## src/rtl/dsm2_pkg.sv

```systemverilog
package dsm2_pkg;
  localparam int WORD_W  = 24;
  localparam int FRAC_W  = 16;
  localparam int STAGES  = 2;
  localparam int UPPER_W = WORD_W - FRAC_W;

  typedef struct packed {
    logic clear;
    logic advance;
  } dsmStrobes_t;
endpackage

```

## src/rtl/dsm2_ctrl.sv

```systemverilog
module dsm2_ctrl
  import dsm2_pkg::*;
(
  input  logic        rst,
  input  logic        sampleEn,
  output dsmStrobes_t strobes
);
  always_comb begin
    strobes.clear   = rst;
    strobes.advance = sampleEn & ~rst;
  end
endmodule

```

## src/rtl/dsm2_integrator.sv

```systemverilog
module dsm2_integrator #(
  parameter int W    = 24,
  parameter int FRAC = 16
) (
  input  logic         clk,
  input  logic         clear,
  input  logic         advance,
  input  logic [W-1:0] addend,
  input  logic         fbPos,     // 1: feedback +1, 0: feedback -1
  output logic [W-1:0] state
);
  localparam int UP_W = W - FRAC;

  logic [FRAC:0]   lowSum;
  logic [UP_W-1:0] fbVal;
  logic [UP_W-1:0] highSum;

  always_comb begin
    lowSum  = {1'b0, state[FRAC-1:0]} + {1'b0, addend[FRAC-1:0]};
    fbVal   = fbPos ? UP_W'(1) : '1;
    highSum = state[W-1:FRAC] + addend[W-1:FRAC]
            + {{(UP_W-1){1'b0}}, lowSum[FRAC]} + fbVal;
  end

  always_ff @(posedge clk) begin
    if (clear)        state <= '0;
    else if (advance) state <= {highSum, lowSum[FRAC-1:0]};
  end

  // feedback never reaches the fraction bits
  assert_fraction_only_input_R4: assert property (@(posedge clk) disable iff (clear)
    advance |=> state[FRAC-1:0] == $past(state[FRAC-1:0] + addend[FRAC-1:0]));

  // integrator holds without a strobe
  assert_hold_without_strobe_R6: assert property (@(posedge clk) disable iff (clear)
    !advance |=> $stable(state));
endmodule

```

## src/rtl/dsm2_datapath.sv

```systemverilog
module dsm2_datapath
  import dsm2_pkg::*;
(
  input  logic              clk,
  input  dsmStrobes_t       strobes,
  input  logic [WORD_W-1:0] sampleIn,
  output logic              pdmOut,
  output logic [WORD_W-1:0] lastIntegrator
);
  logic [WORD_W-1:0] intState  [STAGES];
  logic [WORD_W-1:0] intAddend [STAGES];
  logic              lastNeg;

  assign lastNeg = intState[STAGES-1][WORD_W-1];

  for (genvar s = 0; s < STAGES; s++) begin : gStage
    if (s == 0) begin : gFirst
      assign intAddend[s] = sampleIn;
    end else begin : gChain
      assign intAddend[s] = intState[s-1];
    end
    dsm2_integrator #(.W(WORD_W), .FRAC(FRAC_W)) uInt (
      .clk    (clk),
      .clear  (strobes.clear),
      .advance(strobes.advance),
      .addend (intAddend[s]),
      .fbPos  (lastNeg),
      .state  (intState[s])
    );
  end

  always_ff @(posedge clk) begin
    if (strobes.clear)        pdmOut <= 1'b0;
    else if (strobes.advance) pdmOut <= ~lastNeg;
  end

  assign lastIntegrator = intState[STAGES-1];

  // output bit holds without a strobe
  assert_out_hold_R6: assert property (@(posedge clk) disable iff (strobes.clear)
    !strobes.advance |=> $stable(pdmOut));
endmodule

```

## src/rtl/dsm2_modulator.sv

```systemverilog
module dsm2_modulator
  import dsm2_pkg::*;
(
  input  logic              clk,
  input  logic              rst,
  input  logic              sampleEn,
  input  logic [WORD_W-1:0] sampleIn,
  output logic              pdmOut,
  output logic [WORD_W-1:0] lastIntegrator
);
  dsmStrobes_t strobes;

  dsm2_ctrl uCtrl (
    .rst     (rst),
    .sampleEn(sampleEn),
    .strobes (strobes)
  );

  dsm2_datapath uPath (
    .clk           (clk),
    .strobes       (strobes),
    .sampleIn      (sampleIn),
    .pdmOut        (pdmOut),
    .lastIntegrator(lastIntegrator)
  );

  // output is the inverted sign of the second integrator before the strobe
  assert_quantizer_sign_R3: assert property (@(posedge clk) disable iff (rst)
    sampleEn |=> pdmOut == ~$past(lastIntegrator[WORD_W-1]));

  // leaving reset finds a cleared loop
  assert_reset_clears_R7: assert property (@(posedge clk) disable iff (rst)
    $fell(rst) |-> (lastIntegrator == '0) && !pdmOut);
endmodule

```

## config.mk

```make
export PLATFORM = sky130hd
export DESIGN_NAME = dsm2_modulator
export DESIGN_NICKNAME = d
export VERILOG_FILES = /design/src/rtl/dsm2_pkg.sv /design/src/rtl/dsm2_ctrl.sv /design/src/rtl/dsm2_integrator.sv /design/src/rtl/dsm2_datapath.sv /design/src/rtl/dsm2_modulator.sv
export SDC_FILE = /design/constraint.sdc
export NUM_CORES = 1
export LEC_CHECK = 0
export BUFFER_PORTS_ARGS = -buffer_cell sky130_fd_sc_hd__buf_4
export CAP_MARGIN = 20
export CORE_AREA = 2 2 90 101
export DETAILED_ROUTE_END_ITERATION = 10
export DIE_AREA = 0 0 92 103
export HOLD_SLACK_MARGIN = 0.05
export PLACE_DENSITY = 0.65
export RECOVER_POWER = 25
export SLEW_MARGIN = 10
export SYNTH_ARGS = -nofsm -noshare
export SYNTH_HDL_FRONTEND = slang
export SYNTH_SLANG_ARGS = --single-unit
export TNS_END_PERCENT = 100
```

## constraint.sdc

```tcl
create_clock -name clk -period 6.1 [get_ports clk]
set_input_delay 0.61 -clock clk [delete_from_list [all_inputs] [get_ports clk]]
set_output_delay 0.61 -clock clk [all_outputs]
set_load 0.01 [all_outputs]
```

Word-level counts from Yosys, hierarchy flattened --
Index checks and enable logic that the tools add are counted.
Cells by class: $add $sub $neg 8, bitwise gates (word level) 3, muxes and demuxes 1
Operator list (number):
- adder 16 x 16 -> 17 bit | 2
- adder 8 bit | 4
- adder 8 x 1 -> 8 bit | 2
- two-way mux 8 bit | 1
- inverter 1 bit | 2
- bitwise AND 1 bit | 1
Storage, ports and cells: output and inout bits 25, bits of input ports 27, word-level logic and storage cells 15, register bits after elaboration 49

Logic depth before layout (Yosys ltp) --
Gate-level depths: netlist of run 1.
word-level depth 3, mapped depth 19, depth with buffers taken out 19

Cells and area by module --
A second synthesis of run 1 with hierarchy kept.
Second synthesis, totals: cells, all modules 476, area total of the unflattened synthesis 4202.8 µm²
Modules (own cells, without submodules):
- dsm2_integrator (uPath.gStage[0].uInt) | cells an instance 239, area each 2105.8 µm², instances 1, seq. area each 480.5 µm²
- dsm2_integrator (uPath.gStage[1].uInt) | cells an instance 232, area each 2044.5 µm², instances 1, seq. area each 480.5 µm²
- dsm2_datapath | cells an instance 3, area each 31.3 µm², instances 1, seq. area each 20.0 µm²
- dsm2_ctrl | cells an instance 2, area each 21.3 µm², instances 1, seq. area each 0.0 µm²

Least setup slack after synthesis of run 1 --
Ideal clock, no wire load.
path type input to register, start point input sampleIn[0], end point register uPath.gStage[0].uInt.state[23], data arrival time 3.641 ns, setup time 0.128 ns, required time 5.972 ns, path slack 2.331 ns, buffers on the path 0, cell stages on the path 17, path through ha_1 -> fa_1 -> a211oi_1 -> o21a_1 -> nor3_1 -> nor2_1 -> o31ai_1 -> a21oi_1 -> ha_1 -> inv_1 -> ha_1 -> a21oi_1 -> o211ai_1 -> o41ai_1 -> mux2i_1 -> xnor2_1 -> nor2_1
On the way: cells in the longest elaborated chain, start to end 3
RTL lines:
- start, declared | line dsm2_modulator.sv:7 | input logic [WORD_W-1:0] sampleIn,
- adder 16 x 16 -> 17 bit | line dsm2_integrator.sv:19 | lowSum = {1'b0, state[FRAC-1:0]} + {1'b0, addend[FRAC-1:0]};
- adder 8 x 1 -> 8 bit | line dsm2_integrator.sv:22 | + {{(UP_W-1){1'b0}}, lowSum[FRAC]} + fbVal;
- adder 8 bit | line dsm2_integrator.sv:22
- end signal, assigned | line dsm2_integrator.sv:27 | else if (advance) state <= {highSum, lowSum[FRAC-1:0]};
- end, declared | line dsm2_integrator.sv:10 | output logic [W-1:0] state
Every way passes these cells. A chain may end at the register's enable or synchronous reset.

Final worst setup path of run 1 --
start point input sampleEn, end point register uPath.gStage[0].uInt.state[11]
On the way: cells in the longest elaborated chain, start to end 1
RTL lines:
- start, declared | line dsm2_modulator.sv:6 | input logic sampleEn,
- bitwise AND 1 bit | line dsm2_ctrl.sv:10 | strobes.advance = sampleEn & ~rst;
Every way passes these cells.

==> results by group, run 1 <==
Outcome
  • Status: finished, violations left
  • Failing checks: max-capacitance violations, max-slew violations

Die
  • Rows: 36
  • Die Wd: about 90 microns
  • Core box area: 8560 sq um
  • DIE AREA: ~9500 sq um
  • Starting Density: a little under half
  • Die H: a little over 100 microns
  • Top Ports: 52

Drt
  • DRT Pass-1 Iters: 5
  • Vias per cell: 5.69
  • DRC violations left: 0
  • Detail Route Antenna Nets: 0
  • Final Routed Wirelength: ~9400 microns
  • Post-DR wirelength/cell: 15.1 microns
  • Via count: 3545
  • Violation count after the first detailed-routing iteration: ~130

Timing
  • Setup ws final: 1700 ps
  • WHS: 497 ps
  • Tightest Pin Transition: approximately 3000 ps
  • Pins Over Slew Limit: 59
  • Unrepaired setup endpoints after global routing: no
  • Slew HR: -99.5%
  • Min Tclk post-route: roughly 4400 ps
  • Final Hold Vio Count: 0
  • Final Setup Violations: 0
  • Worst Clk Skew: about 4.6 ps
  • Fin Setup TNS: 0 ps
  • FMAX: about 0.23 GHz
  • Period utilisation layout: between 70% and 80%

Worst setup path
  • Crit-path cells: clkbuf_1, nand2b_1, a2111oi_0, nand3b_1
  • Critical Path RT: 6360 ps
  • CP Data Arrival Time: between 4000 and 5000 ps
  • CP Max Fanout: 58
  • Startpoint Class: input pin
  • Cell family with most CP delay: buffers and inverters
  • Crit Path Class: in2reg
  • Worst Setup End Kind: flip-flop
  • Critical-path top delay cell: clkbuf_1
  • Max incr delay on CP: around 2100 ps
  • Worst path buffer plus inverter count: 1

Synthesis
  • Synth warnings: 0
  • Synth area leaders: dfxtp_1 (24%), ha_1 (15%), fa_1 (7.8%), mux2i_1 (5.6%), nor2_1 (4.3%)
  • Mapped Cells: 465
  • Syn Area/Cell: between 8 and 9 sq um
  • Area share of the largest cell type after synthesis: a little under a quarter
  • Sequential-to-total area share from yosys stat: 23.9%
  • Post-Syn Area: around 4100 sq um
  • Yosys cell types: 57
  • Cell with the most instances after synthesis: dfxtp_1
  • Yosys top cell by area: dfxtp_1
  • Post-Syn Nets: around 560
  • Post-synth top cells: dfxtp_1 (49), ha_1 (48), nor2_1 (47)
  • Synth Register Bits: 49
  • Synth Flop Type: dfxtp_1
  • Number of enable flip-flop cells after synthesis: 0
  • FFs w/ async S/R, synth: 0%

Clocking
  • Post-CTS setup buffers: 0
  • Clock transition at the registers of the reported paths: around 100 ps
  • Root buf cell: clkbuf_8
  • CTS tree: yes
  • Clk Latency, worst-skew pair: 310 ps
  • Clock buffer depth: 2
  • Num CTS Buffers: 5
  • CTS Hold Bufs: 0
  • Resize count post-CTS: 0
  • H-tree level count: 2
  • Clock sinks: 49

Global routing
  • Pin count of the biggest net entering global routing: 59
  • GR Overflow Total: 0
  • Vias in the first global route: between 3000 and 4000
  • GRT Overall Usage: between 20 and 25%
  • First-pass GRT wire length: 15700 microns
  • Initial antenna violation count: 0

Power and ir drop
  • Peak supply drop: 0.000323 V
  • Pleak: 2.07 nW
  • Power per cell area: about 380 nW/um^2

Final layout
  • Layout cells sized above 1: ~11%
  • N_diodes: 0
  • Layout overhead on the synthesized area: 13.3%
  • Final net count: 599

Placement
  • Final Wtd Congestion: slightly above 0.9
  • I/O Buffers: just over 50
  • Pre-CTS WS: about 1800 ps
  • HPWL after DPL: 7130 microns

Flow run
  • # Max-Cap Violations: 1

Worst hold path
  • HP Class: reg2reg
==> sequential cells by signal, indices dropped and copies added (netlist names) <==
name and count:
uPath.pdmOut 1, uPath.gStage.uInt.state 48
==> cells by family after synthesis <==
logic type      after synthesis  synth area share, %
flops                        49                 23.9
buf+inv                      39                 3.69
compound gates              125                 21.5
mux                          23                 5.61
simple gates                142                 18.0
xor+xnor                     23                 4.91
fa+ha+maj                    64                 22.4
==> metal layers <==
layer / share of wire [%] / global-route usage (%) / vias up / wire length [microns]
li1: - / - / 1790 / -
met1: 47 / 27.2 / 1659 / 4470
met2: 46 / 35.6 / 86 / 4370
met3: 4.8 / 3.22 / 10 / 451
met4: 1.4 / 5.97 / 0 / 136
met5: 0 / 0 / - / 0
==> tightest hold or removal path, stage by stage (launching register included) <==
cell and delay [ps]:
dfxtp_1 340, nand2_1 50, o21ai_0 70
==> where the power goes <==
group	switching, W	internal [W]
clock	0.000120	0.000163
sequential	0.0000673	0.000387
combinational	0.000550	0.000481
total	0.000737	0.00103
==> final timing paths <==
kind	startpoint	to	slack (ps)	cells after the start
max reg2reg	uPath.gStage[1].uInt.state[0]	uPath.gStage[1].uInt.state[23]	1870	15
min	uPath.gStage[1].uInt.state[12]	uPath.gStage[1].uInt.state[12]	500	2
max	sampleEn	uPath.gStage[0].uInt.state[11]	1700	4
min reg2reg	uPath.gStage[1].uInt.state[12]	uPath.gStage[1].uInt.state[12]	500	2
==> through the flow <==
step | total power [W] | std cells | cell area, sq um | utilization [%]
after floorplan | 0.00126 | 465 | 4110 | -
after global placement | 0.00147 | 615 | 4570 | 53.4
after detailed placement | 0.00150 | 615 | 4570 | 53.4
after CTS | 0.00179 | 623 | 4700 | 55.0
after global routing | 0.00194 | 623 | 4650 | 54.4
final | 0.00177 | 623 | 4650 | 54.4
==> layout make-up <==
type	instances	area, sq um
fillers	795	3910
multi-input cells	377	2970
flip-flops and latches	49	981
repair buffers	51	330
well taps	114	143
inverters	24	90.1
clock buffers	5	68.8
clock inverters	3	65.1
==> layout by cell type (no fill, tap or decap), types with 3 or more instances in the layout <==
cell type,instances
dfxtp_1,49
ha_1,48
nor2_1,47
buf_4,37
a21oi_1,30
inv_1,24
mux2i_1,23
nand2_1,21
o21ai_0,19
xnor2_1,16
fa_1,16
clkbuf_1,14
nand3_1,12
a21o_1,11
nor3b_1,9
nand2b_1,9
a211oi_1,8
nor3_1,8
o311ai_0,8
xor2_1,7
o21bai_1,6
nand3b_1,6
o21a_1,5
and2_1,5
o31ai_1,5
clkbuf_8,5
nor2b_1,4
or3b_2,4
nand4b_1,4
o22ai_1,4
a211o_1,3
a21boi_0,3
or4_1,3
Power figures use the tool's default switching activity.
==> run 2: changes to the inputs <==
Clock period 6.1 ns to 4.1 ns, I/O delays scaled along.
==> run 2 against run 1 <==
Compared with the run above: the run now ends clean; combinational power up 53%; largest cell class unchanged; cell count grew 0.48%; clock skew is 6.3 ps higher.
==> results by group, run 2 (same netlist as run 1, synthesis figures left out) <==
Timing
  • Final Setup Violations: 0 (unchanged)
  • FMAX: 0.263 GHz
  • Pins Over Slew Limit: 0 (-100%)
  • Slew HR: 43.3% (+140 points)
  • Fin Setup TNS: 0 ps (unchanged)
  • Period utilisation layout: between 90% and 100%
  • Unrepaired setup endpoints after global routing: no
  • Final Hold Vio Count: 0 (unchanged)
  • Worst Clk Skew: 10.9 ps (+6.35 ps)
  • Tightest Pin Transition: 849 ps (-2140 ps)
  • Min Tclk post-route: roughly 3800 ps

Drt
  • Detail Route Antenna Nets: 0 (unchanged)
  • Vias per cell: 5.59 (-1.8%)
  • Metal3 WL: 331 microns (-27%)
  • DRC violations left: 0 (unchanged)
  • Violation count after the first detailed-routing iteration: 151 (+17%)
  • DRT Pass-1 Iters: 4 (-1)
  • WL met2: 4300 microns (-1.5%)
  • Met1 wire length: 4640 microns (+3.8%)
  • Post-DR wirelength/cell: 15.0 microns (-0.83%)
  • Max layer used: met4
  • Via count: 3498 (-1.3%)
  • Final Routed Wirelength: 9390 microns (-0.35%)

Final layout
  • Most common cell after layout, fill and taps aside: dfxtp_1
  • Layout cells sized above 1: 12.1% (+0.91 points)
  • Final std cells w/o fill: 626 (+0.48%)
  • Most frequent cells in the layout: dfxtp_1 (49), ha_1 (48), nor2_1 (46), buf_4 (39), a21oi_1 (29)
  • Top Registers: uPath.gStage.uInt.state (48), uPath.pdmOut (1)
  • N_diodes: 0 (unchanged)
  • Finished Core Util: 54.3% (about the same)
  • Max reg flops: 48 (unchanged)
  • Most flops, register: uPath.gStage.uInt.state
  • Layout overhead on the synthesized area: 13.3% (about the same)
  • Post-Layout Inst Area: 4650 sq um (about the same)
  • Final net count: 603 (+0.67%)

Power and ir drop
  • Peak supply drop: 0.000365 V (+13%)
  • Pleak: 2.06 nW (-0.24%)
  • Power per cell area: 549 nW/um^2 (+44%)
  • Switching Power: 0.00110 W (+49%)
  • Sw Ratio: 43.2% (+1.5 points)
  • Clock Power Share: 11.8% (-4.2 points)
  • Logic pwr share: 61.8% (+3.5 points)
  • Seq pwr share: 26.4% (+0.7 points)
  • Int Power: 0.00145 W (+41%)

Clocking
  • Clock sinks: 49 (unchanged)
  • Clock transition at the registers of the reported paths: 100 ps (about the same)
  • H-tree level count: 2 (unchanged)
  • CTS Hold Bufs: 0 (unchanged)
  • Clock buffer depth: 2 (unchanged)
  • CTS tree: yes
  • Clk Latency, worst-skew pair: 300 ps (about the same)
  • Root buf cell: clkbuf_8
  • Num CTS Buffers: 5 (unchanged)

Global routing
  • GRT Overall Usage: 20.9% (+0.17 points)
  • GR Overflow Total: 0 (unchanged)
  • Pin count of the biggest net entering global routing: 59 (unchanged)
  • First-pass GRT wire length: 16200 microns (+2.7%)
  • Initial antenna violation count: 0 (unchanged)
  • Vias in the first global route: 3441 (+0.029%)

Die
  • DIE AREA: 9480 sq um (unchanged)
  • Die Wd: 92 microns (unchanged)
  • Rows: 36 (unchanged)
  • Core box area: 8560 sq um (unchanged)
  • Top Ports: 52 (unchanged)
  • Die H: 103 microns (unchanged)
  • Starting Density: 48.0% (unchanged)

Worst setup path
  • Register-to-Register Path Depth: 15 (unchanged)
  • Critical Path RT: 4300 ps (-2060 ps)
  • CP Data Arrival Time: 4010 ps (-640 ps)
  • Cell family with most CP delay: compound AO/OA/AOI/OAI gates
  • Critical-path top delay cell: or4_1
  • Worst Setup End Kind: flip-flop
  • Startpoint Class: flip-flop
  • Crit-path cells: ha_1, fa_1, a21oi_2, o211ai_1, a311oi_1, o21bai_1, a211o_1, a21o_1, ha_1, a21o_1, a21oi_1, o21ai_0, or4_1, a211o_1, o311ai_0
  • Reg2reg start: uPath.gStage[1].uInt.state[0]
  • Max incr delay on CP: 450 ps (-1630 ps)
  • RR Endpoint: uPath.gStage[1].uInt.state[23]
  • Crit Path Class: reg2reg
  • CP Max Fanout: 3 (-95%)
  • Worst path buffer plus inverter count: 0 (-1)
  • Reg2reg setup slack: 300 ps (-1570 ps)

Placement
  • I/O Buffers: 51 (unchanged)
  • Placed standard-cell area: 4600 sq um (+0.66%)
  • # placed instances: 619 (+0.65%)
  • HPWL after DPL: 7040 microns (-1.2%)
  • Final Wtd Congestion: 0.859 (-6.6%)

Worst hold path
  • Hold depth: 4 (+2)
  • HP Class: in2reg
  • Hold Startpoint: sampleIn[0]
  • Worst Hold End: uPath.gStage[0].uInt.state[0]

Flow run
  • # Max-Cap Violations: 0 (-1)

Outcome
  • Status: complete, no violations
-- run 2: cell count changes in the layout (fill, tap and decap cells not counted), moves of 2 or more --
cell / change
a21boi_1: +2
buf_4: +2
clkbuf_1: +3
bufinv_16: -2
a21boi_0: -2
-- run 2: per-layer routing --
metal / global-route usage, % / up-vias
li1: - / 1797
met1: 29.2 / 1615
met2: 34.6 / 71
met3: 2.63 / 15
met4: 4.94 / 0
met5: 0 / -
-- run 2: power by group through the flow --
stage	logic [W]	clock network, W	registers, W
finish	0.00158	0.000300	0.000675
global route	0.00181	0.000324	0.000689
CTS	0.00157	0.000311	0.000677
detailed placement	0.00156	0	0.000688
global placement	0.00153	0	0.000686
floorplan	0.00119	0	0.000681
-- run 2: cell type report --
cell class / count / area, sq um
Fill cell: 862 / 3910
Multi-Input combinational cell: 377 / 3000
Sequential cell: 49 / 981
Timing Repair Buffer: 55 / 353
Tap cell: 114 / 143
Inverter: 24 / 90.1
Clock buffer: 7 / 86.3
-- run 2: what timing repair did --
action | CTS | global route
endpoints found under the hold margin | 0 | 0
gates resized for setup | 0 | 7
setup endpoints to repair | 0 | 5
setup buffers | 0 | 0
-- run 2: metrics by stage --
step | power [W] | hold WS, ps | worst slack [ps]
2_1_floorplan | 0.00187 | 455 | 526
3_3_place_gp | 0.00222 | 471 | 133
3_5_place_dp | 0.00225 | 486 | -0.782
4_1_cts | 0.00256 | 476 | 166
5_1_grt | 0.00282 | 523 | 6.24
6_report | 0.00255 | 477 | 298
-- run 2: how the worst max path moves through the flow --
stage	endpoint	cells after the start	startpoint
6_report	uPath.gStage[1].uInt.state[23]	15	uPath.gStage[1].uInt.state[0]
5_1_grt	uPath.gStage[1].uInt.state[23]	15	uPath.gStage[1].uInt.state[0]
4_1_cts	uPath.gStage[0].uInt.state[23]	17	uPath.gStage[0].uInt.state[0]
3_5_place_dp	uPath.gStage[0].uInt.state[23]	18	sampleIn[0]
3_3_place_gp	uPath.gStage[0].uInt.state[22]	19	sampleIn[0]
2_1_floorplan	uPath.gStage[1].uInt.state[23]	15	uPath.gStage[1].uInt.state[0]
-- run 2: tightest hold or removal path, delay by kind of cell --
kind	cells	cell delay, ps
adders and majority gates	1	110
and+or+nand+nor	1	80
buffers and inverters	1	80
muxes	1	60
